$ cat src/rtl/crcser_pkg.sv
package crcser_pkg;
    localparam logic [15:0] CRC_POLY    = 16'h8005;
    localparam logic [15:0] CRC_PRESET  = 16'hFFFF;
    localparam logic [15:0] CRC_RESIDUE = 16'h800D;

    typedef enum logic [1:0] {
        TX_IDLE,
        TX_PID,
        TX_DATA,
        TX_CRC
    } tx_state_e;
endpackage

$ cat src/rtl/crcser_crc_step.sv
module crcser_crc_step
    import crcser_pkg::*;
(
    input  logic [15:0] crc_i,
    input  logic        bit_i,
    output logic [15:0] crc_o
);
    logic fb;
    always_comb begin
        fb    = crc_i[15] ^ bit_i;
        crc_o = {crc_i[14:0], 1'b0} ^ (fb ? CRC_POLY : 16'h0000);
    end
endmodule

$ cat src/rtl/crcser_tx.sv
module crcser_tx
    import crcser_pkg::*;
#(
    parameter int MAX_BYTES = 1023,
    parameter int LEFT_W    = $clog2(MAX_BYTES + 1),
    parameter int CNT_W     = LEFT_W + 1
) (
    input  logic             clk,
    input  logic             rst_n,
    input  logic             start,
    input  logic [7:0]       pid,
    input  logic [CNT_W-1:0] byte_count,
    input  logic             in_valid,
    input  logic [7:0]       in_data,
    output logic             in_ready,
    input  logic             adv,
    output logic             out_valid,
    output logic             out_bit,
    output logic             out_last,
    output logic             busy,
    output logic             len_err
);
    typedef struct packed {
        tx_state_e         state;
        logic [7:0]        sh;
        logic [15:0]       crc;
        logic [LEFT_W-1:0] left;
        logic [3:0]        bitn;
        logic              full;
        logic              err;
    } tx_regs_t;

    tx_regs_t    tx_d, tx_q;
    logic [15:0] crc_next;

    crcser_crc_step u_step (
        .crc_i (tx_q.crc),
        .bit_i (tx_q.sh[0]),
        .crc_o (crc_next)
    );

    always_comb begin
        tx_d     = tx_q;
        tx_d.err = 1'b0;

        out_valid = (tx_q.state == TX_PID) || (tx_q.state == TX_CRC) ||
                    ((tx_q.state == TX_DATA) && tx_q.full);
        out_bit   = (tx_q.state == TX_CRC) ? ~tx_q.crc[15] : tx_q.sh[0];
        out_last  = (tx_q.state == TX_CRC) && (tx_q.bitn == 4'd15);
        in_ready  = (tx_q.state == TX_DATA) && !tx_q.full;
        busy      = (tx_q.state != TX_IDLE);
        len_err   = tx_q.err;

        unique case (tx_q.state)
            TX_IDLE: begin
                if (start) begin
                    if (byte_count > CNT_W'(MAX_BYTES)) begin
                        tx_d.err = 1'b1;
                    end else begin
                        tx_d.state = TX_PID;
                        tx_d.sh    = pid;
                        tx_d.crc   = CRC_PRESET;
                        tx_d.left  = byte_count[LEFT_W-1:0];
                        tx_d.bitn  = 4'd0;
                        tx_d.full  = 1'b0;
                    end
                end
            end
            TX_PID: begin
                if (adv) begin
                    tx_d.sh   = {1'b0, tx_q.sh[7:1]};
                    tx_d.bitn = tx_q.bitn + 4'd1;
                    if (tx_q.bitn == 4'd7) begin
                        tx_d.bitn  = 4'd0;
                        tx_d.state = (tx_q.left == '0) ? TX_CRC : TX_DATA;
                    end
                end
            end
            TX_DATA: begin
                if (!tx_q.full) begin
                    if (in_valid) begin
                        tx_d.sh   = in_data;
                        tx_d.full = 1'b1;
                    end
                end else if (adv) begin
                    tx_d.crc  = crc_next;
                    tx_d.sh   = {1'b0, tx_q.sh[7:1]};
                    tx_d.bitn = tx_q.bitn + 4'd1;
                    if (tx_q.bitn == 4'd7) begin
                        tx_d.bitn = 4'd0;
                        tx_d.full = 1'b0;
                        tx_d.left = tx_q.left - LEFT_W'(1);
                        if (tx_q.left == LEFT_W'(1)) tx_d.state = TX_CRC;
                    end
                end
            end
            TX_CRC: begin
                if (adv) begin
                    tx_d.crc  = {tx_q.crc[14:0], 1'b0};
                    tx_d.bitn = tx_q.bitn + 4'd1;
                    if (tx_q.bitn == 4'd15) begin
                        tx_d.bitn  = 4'd0;
                        tx_d.state = TX_IDLE;
                    end
                end
            end
            default: tx_d.state = TX_IDLE;
        endcase
    end

    always_ff @(posedge clk or negedge rst_n) begin
        if (!rst_n) begin
            tx_q       <= '0;
            tx_q.state <= TX_IDLE;
            tx_q.crc   <= CRC_PRESET;
        end else begin
            tx_q <= tx_d;
        end
    end

    // a rejected length leaves the transmitter idle and silent
    assert_err_silent_R5: assert property (@(posedge clk) disable iff (!rst_n)
        len_err |-> (!busy && !out_valid));

    // a presented bit waits for the strobe
    assert_bit_hold_R7: assert property (@(posedge clk) disable iff (!rst_n)
        (out_valid && !adv) |=> (out_valid && $stable(out_bit)));

    // no byte intake while bits are being presented
    assert_ready_gap_R6: assert property (@(posedge clk) disable iff (!rst_n)
        in_ready |-> !out_valid);

    // no byte is taken beyond the announced count
    assert_no_overrun_R2: assert property (@(posedge clk) disable iff (!rst_n)
        (in_valid && in_ready) |-> (tx_q.left != '0));

    // the final check bit ends the packet
    assert_last_ends_R8: assert property (@(posedge clk) disable iff (!rst_n)
        (out_last && adv) |=> !busy);
endmodule

$ cat src/rtl/crcser_rx.sv
module crcser_rx
    import crcser_pkg::*;
#(
    parameter int MAX_BYTES = 1023,
    parameter int RCNT_W    = $clog2(8 * MAX_BYTES + 25) + 1
) (
    input  logic clk,
    input  logic rst_n,
    input  logic start,
    input  logic bit_valid,
    input  logic bit_in,
    input  logic pkt_end,
    output logic done,
    output logic crc_ok
);
    typedef struct packed {
        logic [15:0]       crc;
        logic [RCNT_W-1:0] cnt;
        logic              done;
        logic              ok;
    } rx_regs_t;

    rx_regs_t    rx_d, rx_q;
    logic [15:0] crc_next;

    crcser_crc_step u_step (
        .crc_i (rx_q.crc),
        .bit_i (bit_in),
        .crc_o (crc_next)
    );

    always_comb begin
        rx_d      = rx_q;
        rx_d.done = 1'b0;
        done      = rx_q.done;
        crc_ok    = rx_q.ok;
        if (start) begin
            rx_d.crc = CRC_PRESET;
            rx_d.cnt = '0;
            rx_d.ok  = 1'b0;
        end else if (bit_valid) begin
            if (rx_q.cnt >= RCNT_W'(8)) rx_d.crc = crc_next;
            if (rx_q.cnt != '1) rx_d.cnt = rx_q.cnt + RCNT_W'(1);
        end else if (pkt_end) begin
            rx_d.done = 1'b1;
            rx_d.ok   = (rx_q.crc == CRC_RESIDUE) &&
                        (rx_q.cnt >= RCNT_W'(24)) && (rx_q.cnt[2:0] == 3'd0);
        end
    end

    always_ff @(posedge clk or negedge rst_n) begin
        if (!rst_n) begin
            rx_q     <= '0;
            rx_q.crc <= CRC_PRESET;
        end else begin
            rx_q <= rx_d;
        end
    end

    // the verdict follows the end pulse by one cycle
    assert_done_after_end_R10: assert property (@(posedge clk) disable iff (!rst_n)
        done |-> $past(pkt_end));

    // the verdict is a single-cycle pulse
    assert_done_pulse_R10: assert property (@(posedge clk) disable iff (!rst_n)
        done |=> !done);
endmodule

$ cat src/rtl/pkt_crc_serializer.sv
module pkt_crc_serializer #(
    parameter int MAX_BYTES = 1023,
    localparam int LEFT_W   = $clog2(MAX_BYTES + 1),
    localparam int CNT_W    = LEFT_W + 1
) (
    input  logic             clk,
    input  logic             rst_n,
    input  logic             tx_start,
    input  logic [7:0]       tx_pid,
    input  logic [CNT_W-1:0] tx_len,
    input  logic             in_valid,
    input  logic [7:0]       in_data,
    output logic             in_ready,
    input  logic             bit_adv,
    output logic             out_valid,
    output logic             out_bit,
    output logic             out_last,
    output logic             tx_busy,
    output logic             len_err,
    input  logic             rx_start,
    input  logic             rx_valid,
    input  logic             rx_bit,
    input  logic             rx_end,
    output logic             rx_done,
    output logic             rx_crc_ok
);
    crcser_tx #(
        .MAX_BYTES (MAX_BYTES),
        .LEFT_W    (LEFT_W),
        .CNT_W     (CNT_W)
    ) u_tx (
        .clk        (clk),
        .rst_n      (rst_n),
        .start      (tx_start),
        .pid        (tx_pid),
        .byte_count (tx_len),
        .in_valid   (in_valid),
        .in_data    (in_data),
        .in_ready   (in_ready),
        .adv        (bit_adv),
        .out_valid  (out_valid),
        .out_bit    (out_bit),
        .out_last   (out_last),
        .busy       (tx_busy),
        .len_err    (len_err)
    );

    crcser_rx #(
        .MAX_BYTES (MAX_BYTES)
    ) u_rx (
        .clk       (clk),
        .rst_n     (rst_n),
        .start     (rx_start),
        .bit_valid (rx_valid),
        .bit_in    (rx_bit),
        .pkt_end   (rx_end),
        .done      (rx_done),
        .crc_ok    (rx_crc_ok)
    );
endmodule

$ cat config.mk
export PLATFORM = sky130hd
export DESIGN_NAME = pkt_crc_serializer
export DESIGN_NICKNAME = d
export VERILOG_FILES = /design/src/rtl/crcser_pkg.sv /design/src/rtl/crcser_crc_step.sv /design/src/rtl/crcser_tx.sv /design/src/rtl/crcser_rx.sv /design/src/rtl/pkt_crc_serializer.sv
export SDC_FILE = /design/constraint.sdc
export NUM_CORES = 1
export LEC_CHECK = 0
export BUFFER_PORTS_ARGS = -buffer_cell sky130_fd_sc_hd__buf_2
export CORE_ASPECT_RATIO = 1.2
export CORE_MARGIN = 4
export CORE_UTILIZATION = 55
export CTS_BUF_LIST = sky130_fd_sc_hd__clkbuf_2 sky130_fd_sc_hd__clkbuf_4 sky130_fd_sc_hd__clkbuf_8
export DETAILED_ROUTE_END_ITERATION = 6
export HOLD_SLACK_MARGIN = 0.06
export PLACE_DENSITY = 0.75
export SLEW_MARGIN = 20
export SYNTH_ARGS = -nofsm -noshare
export SYNTH_HDL_FRONTEND = slang
export SYNTH_SLANG_ARGS = --single-unit
$ cat constraint.sdc
create_clock -name clk -period 4.7 [get_ports clk]
set_clock_uncertainty 0.15 [all_clocks]
set_input_delay 0.235 -clock clk [delete_from_list [all_inputs] [get_ports clk]]
set_output_delay 0.235 -clock clk [all_outputs]
set_load 0.02 [all_outputs]
==> results.md <==
* Final Non-Filler Cells at just over 600
* Power Dens Cells at 502 mW/mm^2
* DR vias/cell at 6.02
* Antenna violations before repair at 0
* Mapped Area at between 0.004 and 0.005 mm^2
* Final slew viol count at 0
* Pre-CTS setup slack at 1560 ps
* Top FF cell, synth: dfrtp_1
* Post-cts sizing count at 0
* Violated checks: design-rule violations
* Total power at between 2 and 2.5 mW
* Critical Path AT at 3240 ps
* Dpl hpwl at 6210 um
* Setup TNS Final at 0 ps
* Post-synth ARST share at 100%
* Pin slew with the least headroom to its limit at 951 ps
* Crit end category: register
* Rows at 34
* Crit share post-route at 67.0%
* FILL cells at 645
* Crit path largest cell delay at about 840 ps
* Worst-path cell chain: inv_1 > ha_1 > o21ba_2 > a2111oi_4 > a21boi_2 > a21oi_1
* Initial DRC count at ~250
* CTS tree: built
* HP Class: primary input to register
* Post-placement cell count at 570
* Pleak at about 2.0 nW
* Peak VDD IR at around 290 uV
* Max Cap Viol at 0
* Core box area at 0.00740 mm^2
* Vias in the first global route at 3372
* Slowest CP cell: a2111oi_4
* DP Area at 0.00452 mm^2
* Area Growth Syn to Fin at 15.1%
* Number of remaining DRC errors at 2
* Synth warn at 0
* IO Port Bufs at 43
* Crit Path Category: register to register
* Reg clk slew, reported paths at 90 ps
* Longest Clk Path Bufs at 2
* Share of layout cells above drive strength 1 at 21.7%
* I/O pins at 44
* Syn_nets at 507
* Average wire per cell in the routed design at 15.6 um
* CTS root buffer: clkbuf_8
* Mapped Cells at between 400 and 500
* Die area at 0.00925 mm^2
* # H-tree levels at 3
* Global-route wire length before repair at 15600 um
* Fin crit period at 3150 ps
* Endpoints failing hold at 0
* Remaining global-route overflow at 0
* Mapped Avg Cell Area at approximately 9 um^2
* Post-synth EDFFs at 0
* Max Clock Freq at 317 MHz
* Post-DRT Antenna Nets at 0
* ANT cells at 0
* Horiz. Die Dim at 88.5 um
* CP Max Fanout at 17
* Total setup violations reported at the end of the flow at 0
* Unrepaired setup endpoints after global routing: false
* Hold Buf Count CTS at 21
* Synth cell types at 68
* 1st-pass router iterations at 7
* GRT Total Usage at 20.6%
* Clock sinks at 75
* Seq. cell area at 0.00192 mm^2
* Initial core utilization at 57.8%
* Die height at 105 um
* Gpl congestion at between 0.9 and 1
* Area of the multi-input gates at 0.00218 mm^2
* Worst EP required at 4790 ps
* Outcome: finished with violations
* NumNets Final at 558
* Clk Latency, worst-skew pair at roughly 340 ps
* Nature of the critical path startpoint: register
* CTS buffer count at 9
* Max-slew headroom at about 36%
* Setup Fix Bufs, Post-CTS at 0
* Fin worst setup slack at roughly 1500 ps
* Largest net degree at the start of global routing at 76
* Register area share after synthesis at 44.8%
* Finished Cell Area at 0.00492 mm^2
* Final WL at ~9400 um
* Vias at 3657
* Register bit total from synthesis at between 70 and 80
cell families after synthesis:
group	count (synthesis)	share of synthesized area (%)
muxes	16	3.89
adders and majority gates	10	2.93
AOI/OAI and AO/OA	125	20.9
buffers and inverters	49	4.54
xor gates and xnor gates	4	0.820
DFF	75	44.8
and+or+nand+nor	182	22.1
layout by cell type, fill, tap and decap left out, types with 3 or more instances in the layout:
cell type and instances:
nor3_1 9, a22oi_1 5, o31ai_1 8, dfrtp_1 43, mux2i_1 11, dlygate4sd3_1 21, a21oi_1 49, nand4_1 8
buf_2 43, clkbuf_8 9, a31oi_1 5, nand2_1 32, o21ai_0 7, inv_1 21, nand4b_1 3, nand2b_1 3
and3_1 3, nand3_1 10, or4_1 12, nor2b_1 7, nor2_1 65, o211ai_1 8, a222oi_1 7, dfstp_2 32
o2bb2ai_1 8, o41ai_1 4, mux2_2 5, ha_1 10, nor4_1 8, nand3b_1 3
through the flow:
| step | util, % | hold slack, ps |
|---|---|---|
| 3_5_place_dp | 61.0 | 309 |
| 5_1_grt | 66.5 | 77.0 |
| 6_report | 66.5 | 65.7 |
| 2_1_floorplan | - | -211 |
| 4_1_cts | 66.3 | 60.6 |
| 3_3_place_gp | 61.0 | 305 |
layout make-up:
class	count	share of cell area, %
tap	90	2.29
multi-input combinational	337	44.4
inverter	23	1.75
clock inverter	7	1.17
sequential	75	39.0
timing repair buffer	66	8.95
clock buffer	9	2.52
routing by layer:
layer	share of wire, %	up-vias	track usage [%]
met5	0	-	0
met4	1.4	0	5.94
met3	3.4	12	2.76
met2	49	73	32.8
met1	47	1765	29.4
li1	-	1807	-
power breakdown:
group | switching (mW) | total, mW | internal [mW]
clock network | 0.270 | 0.471 | 0.201
logic | 0.622 | 1.04 | 0.420
registers | 0.105 | 0.960 | 0.855
total | 0.996 | 2.47 | 1.48
cells in the mapped netlist (all sizes together), types with 7 or more instances:
| cell | instances | share of area (%) |
|---|---|---|
| a21oi | 49 | 5.7 |
| a222oi | 7 | 1.6 |
| buf | 7 | 0.82 |
| clkbuf | 19 | 1.7 |
| dfrtp | 43 | 25 |
| dfstp | 32 | 20 |
| ha | 10 | 2.9 |
| inv | 22 | 1.9 |
| mux2i | 11 | 2.6 |
| nand2 | 32 | 2.8 |
| nand3 | 10 | 1.2 |
| nand4 | 9 | 1.7 |
| nor2 | 65 | 5.7 |
| nor2b | 7 | 1.0 |
| nor3 | 9 | 1.1 |
| nor4 | 9 | 1.5 |
| o211ai | 8 | 1.4 |
| o21ai | 7 | 0.82 |
| o2bb2ai | 8 | 1.6 |
| o31ai | 8 | 1.4 |
| or4 | 12 | 2.1 |
critical path, delay by kind of cell (launching register included):
family,cells,cell delay [ps]
compound gates,4,2000
flops,1,400
fa+ha+maj,1,390
buf+inv,1,90
worst paths after layout:
path	to	slack (ps)	start	depth (start not counted)
setup reg to reg	u_tx.tx_q[24]	1550	u_tx.tx_q[40]	6
setup / recovery	u_tx.tx_q[24]	1550	u_tx.tx_q[40]	6
hold reg to reg	u_tx.tx_q[20]	320	u_tx.tx_q[19]	2
hold / removal	u_tx.tx_q[14]	70	tx_len[8]	3
max in group asynchronous	u_tx.tx_q[4]	3300	rst_n	3
min in group asynchronous	u_rx.rx_q[15]	490	rst_n	3
sequential cells by signal, indices dropped and copies added, names as in the netlist:
name,count
u_tx.len_err,1
u_rx.done,1
u_rx.crc_ok,1
u_rx.rx_q,31
u_tx.tx_q,41
No activity file was read; power rests on OpenSTA's default activity.
